### src/rtl/fpm_pkg.sv
package fpm_pkg;

  typedef enum logic [2:0] {
    OP_NONE,
    OP_RD_CODE,
    OP_WR_CODE,
    OP_WR_LK1,
    OP_WR_LK2,
    OP_WR_LK3,
    OP_ERASE,
    OP_RD_SIG
  } fpm_op_e;

  // Pin-level decode; select bit order is significant.
  function automatic fpm_op_e decode_op(input logic en, input logic psen_n,
                                        input logic [3:0] sel);
    if (!en || psen_n) return OP_NONE;
    case (sel)
      4'b0111: return OP_WR_CODE;
      4'b0011: return OP_RD_CODE;
      4'b1000: return OP_ERASE;
      4'b0000: return OP_RD_SIG;
      4'b1111: return OP_WR_LK1;
      4'b1100: return OP_WR_LK2;
      4'b1010: return OP_WR_LK3;
      default: return OP_NONE;
    endcase
  endfunction

  function automatic logic is_write_type(input fpm_op_e op);
    return (op == OP_WR_CODE) || (op == OP_WR_LK1) ||
           (op == OP_WR_LK2) || (op == OP_WR_LK3);
  endfunction

  function automatic logic [7:0] sig_byte(input logic [15:0] a);
    case (a)
      16'h0030: return 8'h1E;
      16'h0031: return 8'h62;
      16'h0032: return 8'hFF;
      default:  return 8'h00;
    endcase
  endfunction

  // Polling value: inverted top bit of the byte in flight.
  function automatic logic [7:0] poll_byte(input logic [7:0] pending,
                                           input logic [7:0] cur);
    return {~pending[7], cur[6:0]};
  endfunction

endpackage

### src/rtl/fpm_decode.sv
module fpm_decode
  import fpm_pkg::*;
(
  input  logic       prog_mode,
  input  logic       psen_n,
  input  logic [3:0] mode_sel,
  output fpm_op_e    op
);
  assign op = decode_op(prog_mode, psen_n, mode_sel);
endmodule

### src/rtl/fpm_seq.sv
module fpm_seq
  import fpm_pkg::*;
#(
  parameter int ADDR_W       = 13,
  parameter int WR_CYCLES    = 16,
  parameter int ERASE_CYCLES = 40
) (
  input  logic              clk,
  input  logic              rst_n,
  input  fpm_op_e           op,
  input  logic              prog_n,
  input  logic              hv_ok,
  input  logic [ADDR_W-1:0] addr,
  input  logic [7:0]        din,
  input  logic [7:0]        cur_byte,
  output logic              busy,
  output logic              code_pending,
  output logic [ADDR_W-1:0] pend_addr,
  output logic [7:0]        pend_data,
  output logic              wr_lock,
  output logic              rd_lock,
  output logic              mem_we,
  output logic              mem_erase
);
  localparam int CW = $clog2(WR_CYCLES + 1);
  localparam int EW = $clog2(ERASE_CYCLES + 1);

  logic          prog_q;
  logic [CW-1:0] cnt;
  logic [EW-1:0] ecnt;
  fpm_op_e       pend_op;
  logic          lk1, lk2;

  // Named internal events
  logic strobe_rise, accept, busy_req, wr_done, erase_cond, erase_fire;

  assign strobe_rise = !prog_q && prog_n;
  assign busy_req    = busy && strobe_rise;
  assign accept      = !busy && strobe_rise && hv_ok && is_write_type(op) &&
                       (op != OP_WR_CODE || (!lk1 && cur_byte == 8'hFF));
  assign wr_done     = busy && (cnt == '0);
  assign erase_cond  = !busy && (op == OP_ERASE) && hv_ok && !prog_n;
  assign erase_fire  = erase_cond && (ecnt == EW'(ERASE_CYCLES - 1));

  always_ff @(posedge clk or negedge rst_n) begin
    if (!rst_n) prog_q <= 1'b1;
    else        prog_q <= prog_n;
  end

  always_ff @(posedge clk or negedge rst_n) begin
    if (!rst_n) begin
      busy      <= 1'b0;
      cnt       <= '0;
      pend_op   <= OP_NONE;
      pend_addr <= '0;
      pend_data <= '0;
    end else if (accept) begin
      busy      <= 1'b1;
      cnt       <= CW'(WR_CYCLES - 1);
      pend_op   <= op;
      pend_addr <= addr;
      pend_data <= din;
    end else if (busy) begin
      if (cnt == '0) busy <= 1'b0;
      else           cnt  <= cnt - 1'b1;
    end
  end

  always_ff @(posedge clk or negedge rst_n) begin
    if (!rst_n) begin
      lk1 <= 1'b0;
      lk2 <= 1'b0;
    end else if (erase_fire) begin
      lk1 <= 1'b0;
      lk2 <= 1'b0;
    end else if (wr_done) begin
      if (pend_op == OP_WR_LK1) lk1 <= 1'b1;
      if (pend_op == OP_WR_LK2) lk2 <= 1'b1;
    end
  end

  always_ff @(posedge clk or negedge rst_n) begin
    if (!rst_n)                                   ecnt <= '0;
    else if (!erase_cond)                         ecnt <= '0;
    else if (ecnt != EW'(ERASE_CYCLES))           ecnt <= ecnt + 1'b1;
  end

  assign code_pending = busy && (pend_op == OP_WR_CODE);
  assign mem_we       = wr_done && (pend_op == OP_WR_CODE);
  assign mem_erase    = erase_fire;
  assign wr_lock      = lk1;
  assign rd_lock      = lk1 && lk2;

  AST_COUNT_DOWN: assert property (@(posedge clk) disable iff (!rst_n)
    (busy && cnt != '0) |=> (busy && cnt == $past(cnt) - 1'b1));
  AST_IGNORE_BUSY: assert property (@(posedge clk) disable iff (!rst_n)
    busy_req |=> ($stable(pend_addr) && $stable(pend_data)));
  AST_NO_HV_NO_START: assert property (@(posedge clk) disable iff (!rst_n)
    (!hv_ok && !busy) |=> !busy);
  AST_ERASE_ONCE: assert property (@(posedge clk) disable iff (!rst_n)
    mem_erase |=> !mem_erase);
  AST_ERASE_UNLOCKS: assert property (@(posedge clk) disable iff (!rst_n)
    mem_erase |=> (!lk1 && !lk2));
  AST_LOCKED_NO_WRITE: assert property (@(posedge clk) disable iff (!rst_n)
    mem_we |-> !lk1);

endmodule

### src/rtl/fpm_readout.sv
module fpm_readout
  import fpm_pkg::*;
#(
  parameter int ADDR_W = 13
) (
  input  fpm_op_e           op,
  input  logic [ADDR_W-1:0] addr,
  input  logic [7:0]        cur_byte,
  input  logic              code_pending,
  input  logic [ADDR_W-1:0] pend_addr,
  input  logic [7:0]        pend_data,
  input  logic              rd_lock,
  output logic [7:0]        dout
);
  always_comb begin
    dout = 8'h00;
    case (op)
      OP_RD_CODE: begin
        if (rd_lock)                                dout = 8'h00;
        else if (code_pending && addr == pend_addr) dout = poll_byte(pend_data, cur_byte);
        else                                        dout = cur_byte;
      end
      OP_RD_SIG: dout = sig_byte(16'(addr));
      default:   dout = 8'h00;
    endcase
  end
endmodule

### src/rtl/flash_prog_ctrl.sv
module flash_prog_ctrl
  import fpm_pkg::*;
#(
  parameter int ADDR_W       = 13,
  parameter int WR_CYCLES    = 16,
  parameter int ERASE_CYCLES = 40
) (
  input  logic              clk,
  input  logic              rst_n,
  input  logic              prog_mode,
  input  logic              psen_n,
  input  logic              prog_n,
  input  logic              hv_ok,
  input  logic [3:0]        mode_sel,
  input  logic [ADDR_W-1:0] addr,
  input  logic [7:0]        din,
  output logic [7:0]        dout,
  output logic              ready,
  output logic [ADDR_W-1:0] arr_raddr,
  input  logic [7:0]        arr_rdata,
  output logic [ADDR_W-1:0] arr_waddr,
  output logic [7:0]        arr_wdata,
  output logic              arr_we,
  output logic              arr_erase
);
  fpm_op_e           op;
  logic              busy, code_pending, wr_lock, rd_lock;
  logic [ADDR_W-1:0] pend_addr;
  logic [7:0]        pend_data;

  fpm_decode u_dec (
    .prog_mode(prog_mode), .psen_n(psen_n), .mode_sel(mode_sel), .op(op)
  );

  fpm_seq #(.ADDR_W(ADDR_W), .WR_CYCLES(WR_CYCLES), .ERASE_CYCLES(ERASE_CYCLES)) u_seq (
    .clk(clk), .rst_n(rst_n), .op(op), .prog_n(prog_n), .hv_ok(hv_ok),
    .addr(addr), .din(din), .cur_byte(arr_rdata), .busy(busy),
    .code_pending(code_pending), .pend_addr(pend_addr), .pend_data(pend_data),
    .wr_lock(wr_lock), .rd_lock(rd_lock), .mem_we(arr_we), .mem_erase(arr_erase)
  );

  fpm_readout #(.ADDR_W(ADDR_W)) u_rd (
    .op(op), .addr(addr), .cur_byte(arr_rdata), .code_pending(code_pending),
    .pend_addr(pend_addr), .pend_data(pend_data), .rd_lock(rd_lock), .dout(dout)
  );

  assign ready     = !busy;
  assign arr_raddr = addr;
  assign arr_waddr = pend_addr;
  assign arr_wdata = pend_data;

  AST_ONE_STROBE: assert property (@(posedge clk) disable iff (!rst_n)
    $onehot0({arr_we, arr_erase}));
  AST_DONE_READY: assert property (@(posedge clk) disable iff (!rst_n)
    arr_we |=> ready);
  AST_POLL_FLIP: assert property (@(posedge clk) disable iff (!rst_n)
    (code_pending && op == OP_RD_CODE && addr == pend_addr && !rd_lock)
      |-> (dout[7] != pend_data[7]));
  AST_LOCKED_READ: assert property (@(posedge clk) disable iff (!rst_n)
    (rd_lock && op == OP_RD_CODE) |-> (dout == 8'h00));
  AST_IDLE_QUIET: assert property (@(posedge clk) disable iff (!rst_n)
    (!prog_mode || psen_n) |-> (dout == 8'h00));

  wire unused_ok = wr_lock;

endmodule

### config.mk
export PLATFORM = sky130hd
export DESIGN_NAME = flash_prog_ctrl
export DESIGN_NICKNAME = d
export VERILOG_FILES = /design/src/rtl/fpm_pkg.sv /design/src/rtl/fpm_decode.sv /design/src/rtl/fpm_seq.sv /design/src/rtl/fpm_readout.sv /design/src/rtl/flash_prog_ctrl.sv
export SDC_FILE = /design/constraint.sdc
export NUM_CORES = 1
export LEC_CHECK = 0
export BUFFER_PORTS_ARGS = -buffer_cell sky130_fd_sc_hd__buf_2
export CORE_ASPECT_RATIO = 0.75
export CORE_MARGIN = 5
export CORE_UTILIZATION = 50
export CTS_BUF_LIST = sky130_fd_sc_hd__clkbuf_4 sky130_fd_sc_hd__clkbuf_8
export CTS_CLUSTER_DIAMETER = 120
export DETAILED_ROUTE_END_ITERATION = 10
export PLACE_DENSITY_LB_ADDON = 0.08
export SETUP_SLACK_MARGIN = 0.5
export SYNTH_ARGS = -nofsm -noshare
export SYNTH_HDL_FRONTEND = slang
export SYNTH_SLANG_ARGS = --single-unit
### constraint.sdc
create_clock -name clk -period 2.1 [get_ports clk]
set_input_delay 0.315 -clock clk [delete_from_list [all_inputs] [get_ports clk]]
set_output_delay 0.315 -clock clk [all_outputs]
set_load 0.01 [all_outputs]
* After elaboration in Yosys (flattened, before gate mapping)
Index checks and enable logic that the tools add are counted.
Word-level totals: register bits after elaboration 39, bits in latches 0, bits in writable memories 0, memory bits (read-only) 0, bits of input ports 39, output and inout bits 45, word-level logic and storage cells 94, memories 0
Cells by class: add/subtract/negate cells 2, $mul 0, div/mod/pow operators 0, order comparisons 0, equal/unequal tests 26, shift-type cells 0, muxes and demuxes 22, bitwise operators 1, reduce and logical (&&, ||, !) cells 34
Operators by type and width (count):
- $eq 13x6->1 const B | 3
- $pmux 8 s3 | 1
- $pmux 3 s7 | 1
- $eq 4x4->1 const B | 4
- $mux 8 | 2
- $pmux 8 s2 | 1
- $eq 3x3->1 const B | 5
- $logic_and 1x1->1 | 15
- $mux 5 | 3
- $eq 13x13->1 | 1
- $eq 3x2->1 const B | 4
- $mux 6 | 2
- $mux 1 | 10
- $eq 8x8->1 const B | 1
- $reduce_bool 2->1 | 4
- $add 6x1->6 const B | 1
- $eq 6x6->1 const B | 1
- $mux 3 | 2
- $ne 6x6->1 const B | 1
- $reduce_and 2->1 | 3
- $logic_not 1->1 | 5
- $logic_not 5->1 | 1
- $logic_or 1x1->1 | 5
- $sub 5x1->5 const B | 1
- 8 further kinds | 8

* Longest topological paths before layout
Gate-level depths: netlist (run 1).
depth after elaboration 12, mapped depth 7, gate-level depth less buffers 7

* By module
Synthesis (run 1) repeated with hierarchy kept, for this count alone.
Second synthesis, totals: cell total of the unflattened synthesis 289, area total of the unflattened synthesis 2727.6 um^2
By module, submodules not included:
- fpm_seq | times used 1, cells an instance 221, area each 2208.4 um^2, seq. area each 977.2 um^2
- fpm_readout | times used 1, cells an instance 42, area each 335.3 um^2, seq. area each 0.0 um^2
- flash_prog_ctrl | times used 1, cells an instance 14, area each 101.3 um^2, seq. area each 0.0 um^2
- fpm_decode | times used 1, cells an instance 12, area each 82.6 um^2, seq. area each 0.0 um^2

* Worst setup path before layout (run 1)
Ideal clock, no wire load.
kind input to output, from input addr[10], to output dout[0], arrival 1642 ps, required time 1785 ps, path slack 143 ps, cell stages on the path 5, path buffers 0, cell sequence or4_1 -> nor4_1 -> nand4_1 -> nor2_1 -> a22o_1
Between the ends: longest elaborated chain between the ends 3, elaborated cells on any way between the ends 5, those cells by class eq/ne (3); mux (2)
RTL lines:
- from (decl) | line flash_prog_ctrl.sv:15 | input logic [ADDR_W-1:0] addr,
- $eq 13x6->1 | line fpm_pkg.sv:36 | case (a)
- $pmux 8 s3 * | line fpm_pkg.sv:36
- $pmux 8 s2 * | line fpm_readout.sv:17 | case (op)
- to (decl) | line flash_prog_ctrl.sv:17 | output logic [7:0] dout,
Mark *: on every way between the ends. The rest lies on a longest branch, timed or not.

* Worst setup path in the final report (run 1)
from input addr[3], to output dout[1]
The elaborated chain is that of the path after synthesis.

==> flow_summary_export.csv, run 1 <==
group,metric,value,unit
status,outcome,"finished with violations",
status,violations,"setup timing",
timing,setup_slack,-147.1,ps
cells_and_area,mostFrequentLayoutCells,"buf_2, dfrtp_1, buf_4",
timing,finalCritPeriodShare,107.0,%
routing,dr.pass1.iters,4,
synthesis,syn_inst,211,
cells_and_area,drive_gt1_share,57.05,%
setup_path,reg2reg_from,"u_seq.busy",
synthesis,synth_seq_cells,39,
grt,grt_pass1_vias,1949,
synthesis,yosysSeqAreaShare,42.56,%
routing,routed-via-count,1981,
pwr,p_seq_share,45.5,%
synthesis,yosys_most_used_dff,"dfrtp_1",
setup_path,ff2ff_setup_slack,240,ps
cts,cts_hold_buf,0,
cells_and_area,fin_area,3329,µm²
placed_design,routabilityCongestion,0.8284,
cts,cts_sinks,39,
cts,clk_latency,300,ps
synthesis,synth-edff-count,0,
job,max_cap_violations,0,
setup_path,path_max_fanout,2,
pwr,vdd_ir_drop_max,0.4651,mV
setup_path,worstSetupPathType,"input pin to output port",
timing,rsz0062_at_grt,"yes",
grt,grt_overflow,0,
setup_path,rr_worst_depth,7,
setup_path,crit-reg2reg-capture,"u_seq.pend_data[7]",
cts,cts_tree,"built",
timing,finalSetupTns,-800.0,ps
floorplanning,initial_utilization,51.70,%
cts,htreeDepth,2,
grt,antenna_found_initial,0,
grt,grt.total_usage,20.34,%
setup_path,start_kind,"input pin",
pwr,combPwrFrac,27.6,%
routing,post-route-drc-count,0,
timing,max_freq,445.0,MHz
routing,drt-initial-drc-count,75,
pwr,p_per_area,587.5,nW/µm²
setup_path,endpoint_kind,"output port",
timing,finalHoldViolCount,0,
routing,ant_nets,0,
placed_design,dp_hpwl,3960,µm
floorplanning,die_y,68.69,µm
timing,setup_viol_count_final,9,
cts,cts_root_buffer,"clkbuf_8",
timing,slew_violations,0,
cts,cts_buffers,5,
synthesis,syn_area,2296,µm²
cts,clk_pin_slew,80,ps
pwr,internal_power,1356,µW
routing,vias_per_cell,5.269,
cells_and_area,fill_cells,303,
synthesis,synth_nets,254,
timing,worst_pin_slew,506.1,ps
synthesis,yosysWarnings,0,
synthesis,synth.avg_cell_area,10.88,µm²
timing,holdWs,58.56,ps
worst_hold_path,hp-class,"input pin to asynchronous set/reset pin",
cts,clock_path_buffers,2,
synthesis,synthArstFlopShare,100.0,%
cells_and_area,fin_nets,361,
synthesis,synth_cell_type_count,46,
cells_and_area,antenna_cells,0,
pwr,p_switching,599.9,µW
timing,slew_headroom,66.26,%
floorplanning,die_x,88.25,µm
pwr,fin_total_pwr,1956,µW
grt,grt_pass1_wl,9190,µm
timing,fin_crit,2247,ps
pwr,leakage,0.001640,µW
cells_and_area,area_growth,45.01,%
pwr,swShare,30.67,%
setup_path,crit_required,1780,ps
routing,post_drt_wl_per_cell,16.58,µm
timing,fin_skew,8.728,ps
cells_and_area,layout_commonest_cell,"buf_2",
floorplanning,core,4441,µm²
placed_design,place_area,2786,µm²
routing,drt_wl_total,6234,µm
pwr,clockPowerShare,26.9,%
placed_design,port-buffer-count,83,
floorplanning,core.rowCount,21,
grt,grt_max_degree,40,
floorplanning,ios,84,
setup_path,arrival,1930,ps
floorplanning,die_area,6061,µm²
[final cells by class]
type / count / area [µm²] / area share [%]
clock buffers: 6 / 76.32 / 2.292
clock inverters: 2 / 12.51 / 0.3758
inverters: 7 / 31.28 / 0.9395
repair buffers: 120 / 828.3 / 24.88
multi-input cells: 145 / 1333 / 40.02
flip-flops and latches: 39 / 977.2 / 29.35
well taps: 57 / 71.32 / 2.142
[layer usage]
layer  up-vias  share of wire, %  GRT usage [%]
met5         -                 0              0
met4         0               1.7          7.925
met3         9               5.9          4.988
met2        67                49          34.14
met1       959                44          25.50
li1        946                 -              -
[state kept, by name, summed over array words and instances (netlist names)]
signal / cells
u_seq.pend_op: 3
u_seq.busy: 1
u_seq.prog_q: 1
u_seq.cnt: 5
u_seq.ecnt: 6
u_seq.lk2: 1
u_seq.pend_addr: 13
u_seq.pend_data: 8
u_seq.wr_lock: 1
[power by group through the flow]
stage	Combinational (µW)	Clock (µW)	Sequential [µW]
global placement	355	0	889
floorplan	229	0	886
detailed placement	365	0	890
CTS	453	534	876
finish	541	526	889
global route	584	564	896
[cells in the mapped netlist, types with 2 or more instances]
master     n  share of area [%]
nor3_1     4               0.87
inv_1      7                1.1
a31oi_1    2               0.54
mux2_4    13                8.5
buf_6      2               0.98
and3_1     3               0.82
or3_1      2               0.54
a211o_1    2               0.76
ha_1       4                2.2
dfrtp_1   38                 41
nand3_1    5                1.1
buf_4     13                4.3
nand4_1    7                1.9
o32a_1     2               0.87
xnor2_1   20                7.6
nor2_1    14                2.3
a21o_1     9                2.9
nor2b_1    3               0.82
mux2i_1    2               0.87
xor2_1     2               0.76
clkbuf_1   3               0.49
nor4_1     7                1.9
a21oi_1    4               0.87
nand2_1   11                1.8
nand2b_1   4                1.1
mux2_2     8                3.9
[how the worst max path moves through the flow]
stage,from,to,depth (start not counted)
after floorplan,addr[10],dout[0],5
after global placement,addr[10],dout[0],8
after detailed placement,addr[10],dout[0],8
after CTS,addr[3],dout[0],8
after global routing,addr[3],dout[1],9
final,addr[3],dout[1],9
[what timing repair did]
item | in CTS | in global routing
cloned | 2 | 0
pin swaps | 13 | 5
resized for setup | 32 | 19
setup buffers | 15 | 8
setup endpoints to repair | 38 | 42
[kinds of logic after synthesis]
group	synth area share [%]
XOR/XNOR	8.393
multiplexers	13.30
AND/OR/NAND/NOR	16.84
buffers and inverters	7.956
flip-flops	42.56
adder cells (fa/ha/maj)	2.180
AO/OA/AOI/OAI	8.774
[worst max-delay path, cell delays in order]
cell and delay [ps]:
buf_6 90, or4_4 540, nor4_4 140, buf_4 150
nand4_1 180, buf_4 220, a21oi_2 100, a21o_1 100
buf_6 100
[metrics by stage]
stage | worst slack [ps] | util [%] | std cells
2_1_floorplan | 194.5 | - | 211
3_3_place_gp | -212.1 | 62.75 | 343
3_5_place_dp | -219.4 | 62.75 | 343
4_1_cts | -150.9 | 71.43 | 368
5_1_grt | -238.0 | 74.98 | 376
6_report | -147.1 | 74.98 | 376
No activity file was read; power rests on OpenSTA's default activity.
==> run 2: changes to the inputs <==
--- a/config.mk
+++ b/config.mk
@@ -12,7 +12,7 @@
 export CTS_BUF_LIST = sky130_fd_sc_hd__clkbuf_4 sky130_fd_sc_hd__clkbuf_8
 export CTS_CLUSTER_DIAMETER = 120
 export DETAILED_ROUTE_END_ITERATION = 10
-export PLACE_DENSITY_LB_ADDON = 0.08
+export PLACE_DENSITY = 0.77
 export SETUP_SLACK_MARGIN = 0.5
 export SYNTH_ARGS = -nofsm -noshare
 export SYNTH_HDL_FRONTEND = slang
==> run 2 against run 1 <==
Net effect: the run still ends with setup timing left; worst setup slack got worse by 11 ps; cell area decreased by 0.75%; highest routed layer unchanged; first-iteration DRC count rose by 60%.
==> flow_summary_export.csv, run 2 (same netlist as run 1, synthesis figures left out) <==
group,metric,value,unit
status,outcome,"finished with violations",
status,violations,"setup timing",
setup_path,endpoint_kind,"output port",
placed_design,dp_hpwl,4056,µm
floorplanning,die_area,6061,µm²
pwr,p_seq_share,44.8,%
worst_hold_path,hp-class,"input pin to asynchronous set/reset pin",
cells_and_area,fin_cells,372,
cells_and_area,post-route-util,74.42,%
pwr,internal_power,1364,µW
timing,finalCritPeriodShare,107.5,%
setup_path,reg2reg_from,"u_seq.cnt[1]",
cells_and_area,layout_commonest_cell,"buf_2",
pwr,swShare,30.75,%
pwr,combPwrFrac,30.2,%
timing,max_freq,442.9,MHz
floorplanning,die_x,88.25,µm
setup_path,rr_worst_depth,9,
timing,finalHoldViolCount,0,
setup_path,path_max_fanout,4,
timing,fin_crit,2258,ps
routing,drt_wl_total,6148,µm
cts,cts_sinks,39,
grt,grt_pass1_vias,1943,
pwr,p_switching,605.6,µW
pwr,p_per_area,596.0,nW/µm²
floorplanning,die_y,68.69,µm
timing,slew_headroom,44.16,%
grt,grt_pass1_wl,9356,µm
placed_design,routabilityCongestion,0.7782,
routing,vias_per_cell,5.306,
setup_path,ff2ff_setup_slack,60,ps
cells_and_area,multi_input_area,1369,µm²
cells_and_area,mostFrequentLayoutCells,"buf_2, dfrtp_1, buf_4",
cells_and_area,fin_nets,357,
setup_path,crit_start,"u_seq.pend_op[1]",
routing,ant_nets,0,
cts,clock_path_buffers,2,
pwr,leakage,0.001628,µW
timing,setup_slack,-158.0,ps
cells_and_area,antenna_cells,0,
placed_design,port-buffer-count,83,
timing,fin_skew,4.123,ps
placed_design,dp.cells,343,
setup_path,worstSetupPathType,"flip-flop to output port",
grt,grt_overflow,0,
setup_path,start_kind,"flip-flop",
grt,antenna_found_initial,0,
floorplanning,ios,84,
cells_and_area,area_growth,43.92,%
cells_and_area,fill_cells,286,
timing,rsz0062_at_grt,"yes",
cells_and_area,regMostFlops,"u_seq.pend_addr",
cells_and_area,seq_area,977.2,µm²
pwr,vdd_ir_drop_max,0.4566,mV
grt,grt.total_usage,20.24,%
routing,post_drt_wl_per_cell,16.53,µm
setup_path,arrival,1940,ps
grt,grt_max_degree,40,
cts,clk_latency,290,ps
cts,cts_root_buffer,"clkbuf_8",
cells_and_area,largest_register_ffs,13,
timing,slew_violations,0,
routing,dr.pass1.iters,4,
cts,cts_tree,"built",
job,max_cap_violations,0,
timing,setup_viol_count_final,9,
floorplanning,core.rowCount,21,
floorplanning,initial_utilization,51.70,%
setup_path,crit_required,1780,ps
timing,worst_pin_slew,837.6,ps
timing,holdWs,120.6,ps
routing,drt-initial-drc-count,120,
setup_path,crit-reg2reg-capture,"u_seq.cnt[2]",
cts,cts_buffers,5,
floorplanning,core,4441,µm²
routing,post-route-drc-count,0,
cts,htreeDepth,2,
cells_and_area,reg_top3,"u_seq.pend_addr: 13 flops, u_seq.pend_data: 8 flops, u_seq.ecnt: 6 flops",
cts,cts_hold_buf,0,
cells_and_area,fin_area,3304,µm²
routing,routed-via-count,1974,
placed_design,place_area,2786,µm²
cts,clk_pin_slew,80,ps
pwr,clockPowerShare,24.9,%
cells_and_area,drive_gt1_share,56.51,%
[run 2: through the flow]
step           power (µW)  setup TNS [ps]  worst slack [ps]
3_3_place_gp         1241          -993.9            -179.7
5_1_grt              2069           -1586            -220.2
3_5_place_dp         1256           -1572            -257.3
4_1_cts              1899          -416.5            -81.09
2_1_floorplan        1115               0             194.5
6_report             1969          -655.1            -158.0
[run 2: worst max path at each step]
stage / endpoint / cells after the start
6_report: dout[7] / 7
5_1_grt: dout[1] / 9
4_1_cts: dout[0] / 8
3_5_place_dp: dout[0] / 8
3_3_place_gp: dout[0] / 8
2_1_floorplan: dout[0] / 5
[run 2: worst max-delay path: stages (launching register included)]
cell and delay, ps:
dfrtp_1 430, nor2b_1 150, nand4_1 130, nor4_2 370
buf_4 170, mux2i_1 190, a21o_1 100, buf_2 120
[run 2: timing repair]
| action | CTS | global route |
|---|---|---|
| cloned | 2 | 1 |
| endpoints found under the setup margin | 38 | 40 |
| setup buffers | 12 | 6 |
| gates resized for setup | 43 | 13 |
| pin swaps | 14 | 7 |
[run 2: cell type report]
| cell class | instances | share of cell area, % |
|---|---|---|
| multi-input cells | 145 | 41.42 |
| flip-flops and latches | 39 | 29.57 |
| repair buffers | 116 | 23.36 |
| well taps | 57 | 2.158 |
| clock buffers | 5 | 2.083 |
| inverters | 7 | 0.9466 |
| clock inverters | 3 | 0.4544 |
[run 2: power by group through the flow]
stage	combinational, µW	sequential [µW]	clock, µW
3_3_place_gp	356	885	0
3_5_place_dp	368	889	0
2_1_floorplan	229	886	0
6_report	595	883	491
4_1_cts	520	880	498
5_1_grt	641	891	538
[run 2: per-layer routing]
metal  GRT usage, %  share of wire, %  vias to the layer above
met5              0                 0                        -
met4          4.340               1.3                        0
met3          4.038               5.4                       10
met2          33.21                49                       55
met1          27.99                44                      964
li1               -                 -                      945
